--- src/rtl/ps_cfg_pkg.sv ---
package ps_cfg_pkg;

    typedef enum logic [3:0] {
        S_IDLE,
        S_RST_PULSE,
        S_POLL,
        S_SETUP,
        S_FETCH,
        S_SHIFT,
        S_CHECK_END,
        S_TRAIL,
        S_DONE,
        S_FAIL
    } ps_state_e;

    localparam int POLL_SLICE_US  = 268;
    localparam int RESET_PULSE_US = 2;

    // Longest time the device may hold its status low after release.
    function automatic int max_ready_us(input int fam);
        return (fam == 1) ? 3000 : 1506;
    endfunction

    // Gap between status release and the first serial clock edge.
    function automatic int setup_us(input int fam);
        return (fam == 1) ? 10 : 2;
    endfunction

    // Number of polling slices, rounded up.
    function automatic int poll_limit(input int fam);
        return (max_ready_us(fam) + POLL_SLICE_US - 1) / POLL_SLICE_US;
    endfunction

    function automatic logic [7:0] bit_rev8(input logic [7:0] b);
        logic [7:0] r;
        for (int i = 0; i < 8; i++) r[i] = b[7-i];
        return r;
    endfunction

endpackage

--- src/rtl/ps_pin_sync.sv ---
module ps_pin_sync #(
    parameter int             WIDTH     = 2,
    parameter int             STAGES    = 2,
    parameter logic [WIDTH-1:0] RESET_VAL = '0
) (
    input  logic             clk,
    input  logic             rst_n,
    input  logic [WIDTH-1:0] d,
    output logic [WIDTH-1:0] q
);
    logic [WIDTH-1:0] stg_q [STAGES];

    for (genvar s = 0; s < STAGES; s++) begin : g_stage
        always_ff @(posedge clk or negedge rst_n) begin
            if (!rst_n) stg_q[s] <= RESET_VAL;
            else        stg_q[s] <= (s == 0) ? d : stg_q[(s == 0) ? 0 : s-1];
        end
    end

    assign q = stg_q[STAGES-1];
endmodule

--- src/rtl/ps_us_tick.sv ---
module ps_us_tick #(
    parameter int CLK_PER_US = 100
) (
    input  logic clk,
    input  logic rst_n,
    input  logic clr,
    output logic tick
);
    localparam int W = (CLK_PER_US > 1) ? $clog2(CLK_PER_US) : 1;

    logic [W-1:0] cnt_q;
    logic         wrap;

    assign wrap = (cnt_q == W'(CLK_PER_US - 1));
    assign tick = wrap;

    always_ff @(posedge clk or negedge rst_n) begin
        if (!rst_n)      cnt_q <= '0;
        else if (clr)    cnt_q <= '0;
        else if (wrap)   cnt_q <= '0;
        else             cnt_q <= cnt_q + W'(1);
    end
endmodule

--- src/rtl/ps_bit_shifter.sv ---
module ps_bit_shifter #(
    parameter int SCK_HALF = 2
) (
    input  logic       clk,
    input  logic       rst_n,
    input  logic       load,
    input  logic [7:0] din,
    output logic       done,
    output logic       sck,
    output logic       sdo
);
    localparam int HW = (SCK_HALF > 1) ? $clog2(SCK_HALF) : 1;

    logic [HW-1:0] half_q;
    logic [2:0]    bit_q;
    logic [7:0]    sr_q;
    logic          active_q;
    logic          sck_q;
    logic          done_q;
    logic          half_end;

    assign half_end = (half_q == HW'(SCK_HALF - 1));

    always_ff @(posedge clk or negedge rst_n) begin
        if (!rst_n) begin
            half_q   <= '0;
            bit_q    <= '0;
            sr_q     <= '0;
            active_q <= 1'b0;
            sck_q    <= 1'b0;
            done_q   <= 1'b0;
        end else begin
            done_q <= 1'b0;
            if (!active_q) begin
                if (load) begin
                    sr_q     <= din;
                    active_q <= 1'b1;
                    bit_q    <= '0;
                    half_q   <= '0;
                    sck_q    <= 1'b0;
                end
            end else if (half_end) begin
                half_q <= '0;
                if (!sck_q) begin
                    sck_q <= 1'b1;
                end else begin
                    sck_q <= 1'b0;
                    if (bit_q == 3'd7) begin
                        active_q <= 1'b0;
                        done_q   <= 1'b1;
                    end else begin
                        sr_q  <= sr_q >> 1;
                        bit_q <= bit_q + 3'd1;
                    end
                end
            end else begin
                half_q <= half_q + HW'(1);
            end
        end
    end

    assign sck  = sck_q;
    assign sdo  = active_q & sr_q[0];
    assign done = done_q;

    // Data may only move while the serial clock is low.
    assert_data_stable_high_R7: assert property (
        @(posedge clk) disable iff (!rst_n) sck_q |-> $stable(sdo)
    );
endmodule

--- src/rtl/ps_cfg_master.sv ---
module ps_cfg_master
    import ps_cfg_pkg::*;
#(
    parameter int CLK_PER_US = 100,
    parameter int SCK_HALF   = 2,
    parameter int FAMILY     = 0
) (
    input  logic       clk,
    input  logic       rst_n,
    input  logic       start,
    input  logic       partial_req,
    input  logic       lsb_first,
    input  logic [7:0] in_data,
    input  logic       in_valid,
    input  logic       in_last,
    output logic       in_ready,
    output logic       cfg_req_n,
    input  logic       status_n,
    input  logic       cfg_done,
    input  logic       cfg_done_used,
    output logic       dclk,
    output logic       dout,
    output logic       busy,
    output logic       done,
    output logic       error
);
    localparam int T_ST2CK = setup_us(FAMILY);
    localparam int N_POLL  = poll_limit(FAMILY);
    localparam int US_W    = $clog2(POLL_SLICE_US + 1);
    localparam int PC_W    = $clog2(N_POLL + 1);

    ps_state_e   state_q, state_d;
    logic [US_W-1:0] us_cnt_q;
    logic [PC_W-1:0] poll_cnt_q;
    logic        last_q, lsb_q;
    logic        tick, timer_clr, timer_hit;
    int          us_target;
    logic        sh_load, sh_done;
    logic [7:0]  sh_din;
    logic [1:0]  pins_s;
    logic        stat_s, done_s;

    ps_pin_sync #(.WIDTH(2), .STAGES(2), .RESET_VAL(2'b01)) u_sync (
        .clk(clk), .rst_n(rst_n), .d({cfg_done, status_n}), .q(pins_s)
    );
    assign stat_s = pins_s[0];
    assign done_s = pins_s[1];

    ps_us_tick #(.CLK_PER_US(CLK_PER_US)) u_tick (
        .clk(clk), .rst_n(rst_n), .clr(timer_clr), .tick(tick)
    );

    ps_bit_shifter #(.SCK_HALF(SCK_HALF)) u_shift (
        .clk(clk), .rst_n(rst_n), .load(sh_load), .din(sh_din),
        .done(sh_done), .sck(dclk), .sdo(dout)
    );

    always_comb begin
        unique case (state_q)
            S_RST_PULSE: us_target = RESET_PULSE_US;
            S_POLL:      us_target = POLL_SLICE_US;
            S_SETUP:     us_target = T_ST2CK;
            default:     us_target = 0;
        endcase
    end
    assign timer_hit = (us_cnt_q == US_W'(us_target));
    assign timer_clr = (state_d != state_q) || (state_q == S_POLL && timer_hit);

    // Next-state logic.
    always_comb begin
        state_d = state_q;
        unique case (state_q)
            S_IDLE, S_DONE, S_FAIL:
                if (start) state_d = partial_req ? S_FAIL : S_RST_PULSE;
            S_RST_PULSE:
                if (timer_hit) state_d = stat_s ? S_FAIL : S_POLL;
            S_POLL:
                if (timer_hit) begin
                    if (stat_s)                                   state_d = S_SETUP;
                    else if (poll_cnt_q == PC_W'(N_POLL - 1))     state_d = S_FAIL;
                end
            S_SETUP:
                if (timer_hit) state_d = S_FETCH;
            S_FETCH:
                if (in_valid) state_d = S_SHIFT;
            S_SHIFT:
                if (sh_done) state_d = last_q ? S_CHECK_END : S_FETCH;
            S_CHECK_END:
                if (!stat_s || (cfg_done_used && !done_s)) state_d = S_FAIL;
                else                                      state_d = S_TRAIL;
            S_TRAIL:
                if (sh_done) state_d = S_DONE;
            default: state_d = S_IDLE;
        endcase
    end

    // State register and sequencing state.
    always_ff @(posedge clk or negedge rst_n) begin
        if (!rst_n) begin
            state_q    <= S_IDLE;
            us_cnt_q   <= '0;
            poll_cnt_q <= '0;
            last_q     <= 1'b0;
            lsb_q      <= 1'b0;
        end else begin
            state_q <= state_d;
            if (timer_clr)  us_cnt_q <= '0;
            else if (tick)  us_cnt_q <= us_cnt_q + US_W'(1);
            if (state_q != S_POLL)  poll_cnt_q <= '0;
            else if (timer_hit)     poll_cnt_q <= poll_cnt_q + PC_W'(1);
            if (state_q inside {S_IDLE, S_DONE, S_FAIL} && start) lsb_q <= lsb_first;
            if (state_q == S_FETCH && in_valid) last_q <= in_last;
        end
    end

    // Outputs.
    always_comb begin
        cfg_req_n = (state_q != S_RST_PULSE);
        busy      = !(state_q inside {S_IDLE, S_DONE, S_FAIL});
        done      = (state_q == S_DONE);
        error     = (state_q == S_FAIL);
        in_ready  = (state_q == S_FETCH);
        sh_load   = (state_q == S_FETCH && in_valid) ||
                    (state_q == S_CHECK_END && state_d == S_TRAIL);
        sh_din    = (state_q == S_FETCH) ? (lsb_q ? bit_rev8(in_data) : in_data) : 8'h00;
    end

    assert_no_clock_in_reset_R2: assert property (
        @(posedge clk) disable iff (!rst_n) !cfg_req_n |-> !dclk
    );
    assert_partial_rejected_R3: assert property (
        @(posedge clk) disable iff (!rst_n)
        (state_q inside {S_IDLE, S_DONE, S_FAIL} && start && partial_req) |=> (error && cfg_req_n)
    );
    assert_poll_bound_R5: assert property (
        @(posedge clk) disable iff (!rst_n) (state_q == S_POLL) |-> (poll_cnt_q < PC_W'(N_POLL))
    );
    assert_single_accept_R9: assert property (
        @(posedge clk) disable iff (!rst_n) (in_valid && in_ready) |=> !in_ready
    );
endmodule

--- config.mk ---
export PLATFORM = sky130hd
export DESIGN_NAME = ps_cfg_master
export DESIGN_NICKNAME = d
export VERILOG_FILES = /design/src/rtl/ps_cfg_pkg.sv /design/src/rtl/ps_pin_sync.sv /design/src/rtl/ps_us_tick.sv /design/src/rtl/ps_bit_shifter.sv /design/src/rtl/ps_cfg_master.sv
export SDC_FILE = /design/constraint.sdc
export NUM_CORES = 1
export LEC_CHECK = 0
export BUFFER_PORTS_ARGS = -buffer_cell sky130_fd_sc_hd__buf_2
export CAP_MARGIN = 20
export CORE_MARGIN = 2
export CORE_UTILIZATION = 40
export CTS_CLUSTER_DIAMETER = 30
export DETAILED_ROUTE_END_ITERATION = 12
export RECOVER_POWER = 100
export SLEW_MARGIN = 10
export SYNTH_ARGS = -nofsm -noshare
export SYNTH_HDL_FRONTEND = slang
export SYNTH_SLANG_ARGS = --single-unit
--- constraint.sdc ---
create_clock -name clk -period 2.6 [get_ports clk]
set_input_delay 0 -clock clk [delete_from_list [all_inputs] [get_ports clk]]
set_output_delay 0 -clock clk [all_outputs]
set_load 0.02 [all_outputs]
==> key figures <==
Run status
  – Run status: complete, no violations

Route
  – Detailed Route WL: 5.52 mm
  – Number of DRC violations after detailed routing: 0
  – Residual antenna-violating net count after detailed routing: 0
  – Initial drt markers: 131
  – Wire length per cell: 14.4 um
  – Total number of vias: 2086
  – Vias per cell: 5.43
  – First drt pass iteration count: 4

Setup path
  – Highest net fanout along the worst path: 15
  – R2R Path Start: us_cnt_q[4]
  – Worst Setup Start Kind: flip-flop
  – Critical path's top delay family: simple AND/OR/NAND/NOR gates
  – Slack of the worst reg-to-reg path: 230 ps
  – Logic depth of the worst path, buffers included: 6
  – Buffering stage count on the worst path with inverters included: 0
  – FF-to-FF End: us_cnt_q[3]
  – Cell with the biggest individual delay on the critical path: sky130_fd_sc_hd__or4_4
  – Critical path capture point type: flip-flop
  – Kind of critical path: reg -> reg
  – R2R depth: 6
  – Critical path, cell by cell: or4_4, or2_4, a211oi_4, a21o_2, nand3_2, a211oi_1
  – Critical path arrival: 2570 ps
  – Data required time of the critical path: 2800 ps
  – Slowest Stage Delay on Critical Path: 550 ps

Placed design
  – Number of buffers inserted by port buffering: 24
  – HPWL reported at the end of detailed placement: 3.87 mm
  – Routability-driven placement congestion ratio: 0.781
  – Setup slack after placement: 115 ps

CTS
  – Total clock buffers created by CTS: 5
  – Maximum buffer depth of the clock tree: 2
  – Clock transition at path regs: 90 ps
  – Clock insertion delay at the later pin of the skew report: 300 ps
  – # H-tree levels: 2
  – Number of setup buffers added after CTS: 0
  – Library cell used as clock root buffer: sky130_fd_sc_hd__clkbuf_8
  – CTS tree: done
  – Sink Count: 44

Cells and area
  – Post-layout utilization of the core: 46.3%
  – Fraction of final layout cells sized beyond drive strength 1: 15.0%
  – Synth-to-layout area growth: 12.7%
  – Total area of sequential cells: 1100 um2
  – Number of inserted diodes: 0
  – Fill cell count: 606
  – # nets final: 330
  – Total area of multi-input combinational cells: 1350 um2

Timing
  – Fin. Hold Viols: 0
  – Final worst path period share: 91.0%
  – Transition time at the pin with the least slew margin: 1100 ps
  – RSZ-0062 raised after global routing: false
  – Final critical delay including setup and external delays: 2370 ps
  – Highest clock frequency the design can meet: 0.423 GHz
  – Number of endpoints failing setup at the final stage: 0
  – Post-route worst setup slack: 235 ps
  – Skew final: 6.44 ps
  – Number of pins exceeding their max-slew limit in the final report: 0
  – Setup TNS: 0 ps
  – Max-slew headroom: 26.4%

Worst hold path
  – End point of the most critical hold path: u_shift.sr_q[7]
  – Instance count along the most critical hold path: 3
  – Hold crit path type: in -> reg
  – Source of the worst hold timing path: in_data[7]

Synthesis
  – Post-synthesis sequential area ratio: 42.8%
  – Predominant post-synthesis flop cell: sky130_fd_sc_hd__dfrtp_1
  – Number of enable flip-flop cells after synthesis: 0
  – Cell area after synthesis: 2580 um2
  – Synth Warn #: 0
  – Synthesized netlist net count: 300
  – Cells after Synth: 276
  – Leading cell types by total area after synthesis: sky130_fd_sc_hd__dfrtp_1 41%, sky130_fd_sc_hd__nand2_1 4.4%, sky130_fd_sc_hd__mux2i_1 3.9%, sky130_fd_sc_hd__a21oi_1 3.3%, sky130_fd_sc_hd__o21ai_0 3.3%
  – Cell type contributing the most total cell area after synthesis: sky130_fd_sc_hd__dfrtp_1
  – Flop and latch count out of synthesis: 44
  – Share of async-settable or async-resettable flops after synthesis: 100%
  – Area share of the largest cell type after synthesis: 40.8%
  – Average cell area after synthesis: 9.34 um2
  – Synth cell types: 56

Global route
  – Met2 Track Usage GR: 25.3%
  – GR Util met1: 21.6%
  – First-pass GRT wire length: 9.16 mm
  – Number of global-route vias before repair: 1956
  – Antenna violations before repair: 0
  – Pin count of the biggest net entering global routing: 45
  – GR peak layer: met2
  – GRT Overall Usage: 15.9%
  – Total congestion overflow after global routing: 0
  – Global routing met3 resource utilization: 3.05%

Die
  – Std cell rows: 29
  – Area enclosed by the die boundary: 7100 um2
  – Number of I/O pins: 25
  – Vertical die dimension: 84.3 um
  – Die span in x: 84.3 um
  – Core Region: 6280 um2
  – Effective utilization at floorplan: 41.1%

Job
  – Number of violations of the max-capacitance limit: 0

Pwr
  – Leakage: 1.27 nW
  – Largest voltage drop on the vdd net: 0.496 mV
  – PD cells: 924 nW/um2
## cell usage in the layout, fill, tap and decap left out, drive strengths merged, types with 9 or more instances in the layout
cell type / count
a211oi: 11
a21oi: 18
buf: 24
clkbuf: 16
dfrtp: 42
inv: 10
mux2i: 10
nand2: 32
nand3: 14
nor2: 13
nor3: 13
o21ai: 18
xor2: 9
## state kept, by name (all words and copies together), names as in the netlist
name,cells
u_sync.q,2
lsb_q,1
u_shift.bit_q,3
u_shift.sck,1
us_cnt_q,9
state_q,4
u_tick.cnt_q,7
u_shift.sr_q,8
u_shift.done,1
u_shift.half_end,1
poll_cnt_q,3
last_q,1
u_sync.stg_q,2
u_shift.active_q,1
## metrics by stage
stage,cell area [um2],hold slack [ps],power [W],cells
after floorplan,2580,-296,0.00196,276
after global placement,2780,106,0.00225,371
after detailed placement,2780,107,0.00228,371
after CTS,2930,66.0,0.00274,384
after global routing,2910,75.2,0.00290,384
final,2910,70.8,0.00268,384
## power by group
group	total, W	switching [W]	internal, W
Sequential	0.000926	0.000114	0.000812
Combinational	0.00131	0.000862	0.000448
Clock	0.000448	0.000232	0.000216
## final cells by class
| cell class | count | share of cell area (%) |
|---|---|---|
| flip-flops and latches | 44 | 38.0 |
| multi-input cells | 207 | 46.5 |
| inverters | 10 | 1.29 |
| well taps | 77 | 3.31 |
| clock buffers | 7 | 2.97 |
| clock inverters | 1 | 0.258 |
| repair buffers | 38 | 7.66 |
## worst register-to-register path, delay by kind of cell (launching register included)
family             cells  cell delay, ps
AOI/OAI and AO/OA      3             750
and+or+nand+nor        3            1100
DFF                    1             420
## logic make-up (layout without fill, tap and decap cells)
group / after synthesis / count (layout) / share of synthesized area (%)
muxes: 12 / 12 / 4.76
and+or+nand+nor: 106 / 106 / 21.6
buffers and inverters: 25 / 56 / 4.51
xor gates and xnor gates: 16 / 16 / 5.43
DFF: 44 / 44 / 42.8
AOI/OAI and AO/OA: 67 / 67 / 18.0
adders and majority gates: 6 / 6 / 2.91
## cells in the mapped netlist, types with 6 or more instances
cell type and instances:
sky130_fd_sc_hd__ha_1 6, sky130_fd_sc_hd__a211oi_1 6, sky130_fd_sc_hd__a21oi_1 17, sky130_fd_sc_hd__o21ai_0 17
sky130_fd_sc_hd__inv_1 10, sky130_fd_sc_hd__xnor2_1 7, sky130_fd_sc_hd__nor3_1 13, sky130_fd_sc_hd__clkbuf_1 8
sky130_fd_sc_hd__mux2i_1 10, sky130_fd_sc_hd__nor2_1 13, sky130_fd_sc_hd__nand2_1 30, sky130_fd_sc_hd__xor2_1 9
sky130_fd_sc_hd__dfrtp_1 42, sky130_fd_sc_hd__nand2b_1 7, sky130_fd_sc_hd__nand3_1 13
## what timing repair did
action / in CTS / in global routing
setup endpoints to repair: 0 / 15
hold buffers: 5 / 0
gates resized for setup: 0 / 2
endpoints found under the hold margin: 46 / 0
## metal layers
metal | vias to the layer above | wire, um
met3 | 9 | 211
li1 | 1059 | -
met5 | - | 0
met2 | 37 | 2510
met4 | 0 | 90
met1 | 981 | 2700
## worst max path at each step
stage | startpoint | endpoint | slack (ps)
2_1_floorplan | us_cnt_q[4] | u_tick.cnt_q[3] | 450
3_3_place_gp | us_cnt_q[4] | us_cnt_q[6] | 170
3_5_place_dp | us_cnt_q[4] | us_cnt_q[6] | 120
4_1_cts | us_cnt_q[4] | us_cnt_q[6] | 100
5_1_grt | state_q[0] | us_cnt_q[3] | 40
6_report | us_cnt_q[4] | us_cnt_q[3] | 230
Note: power is estimated with default switching activity, not from simulation.
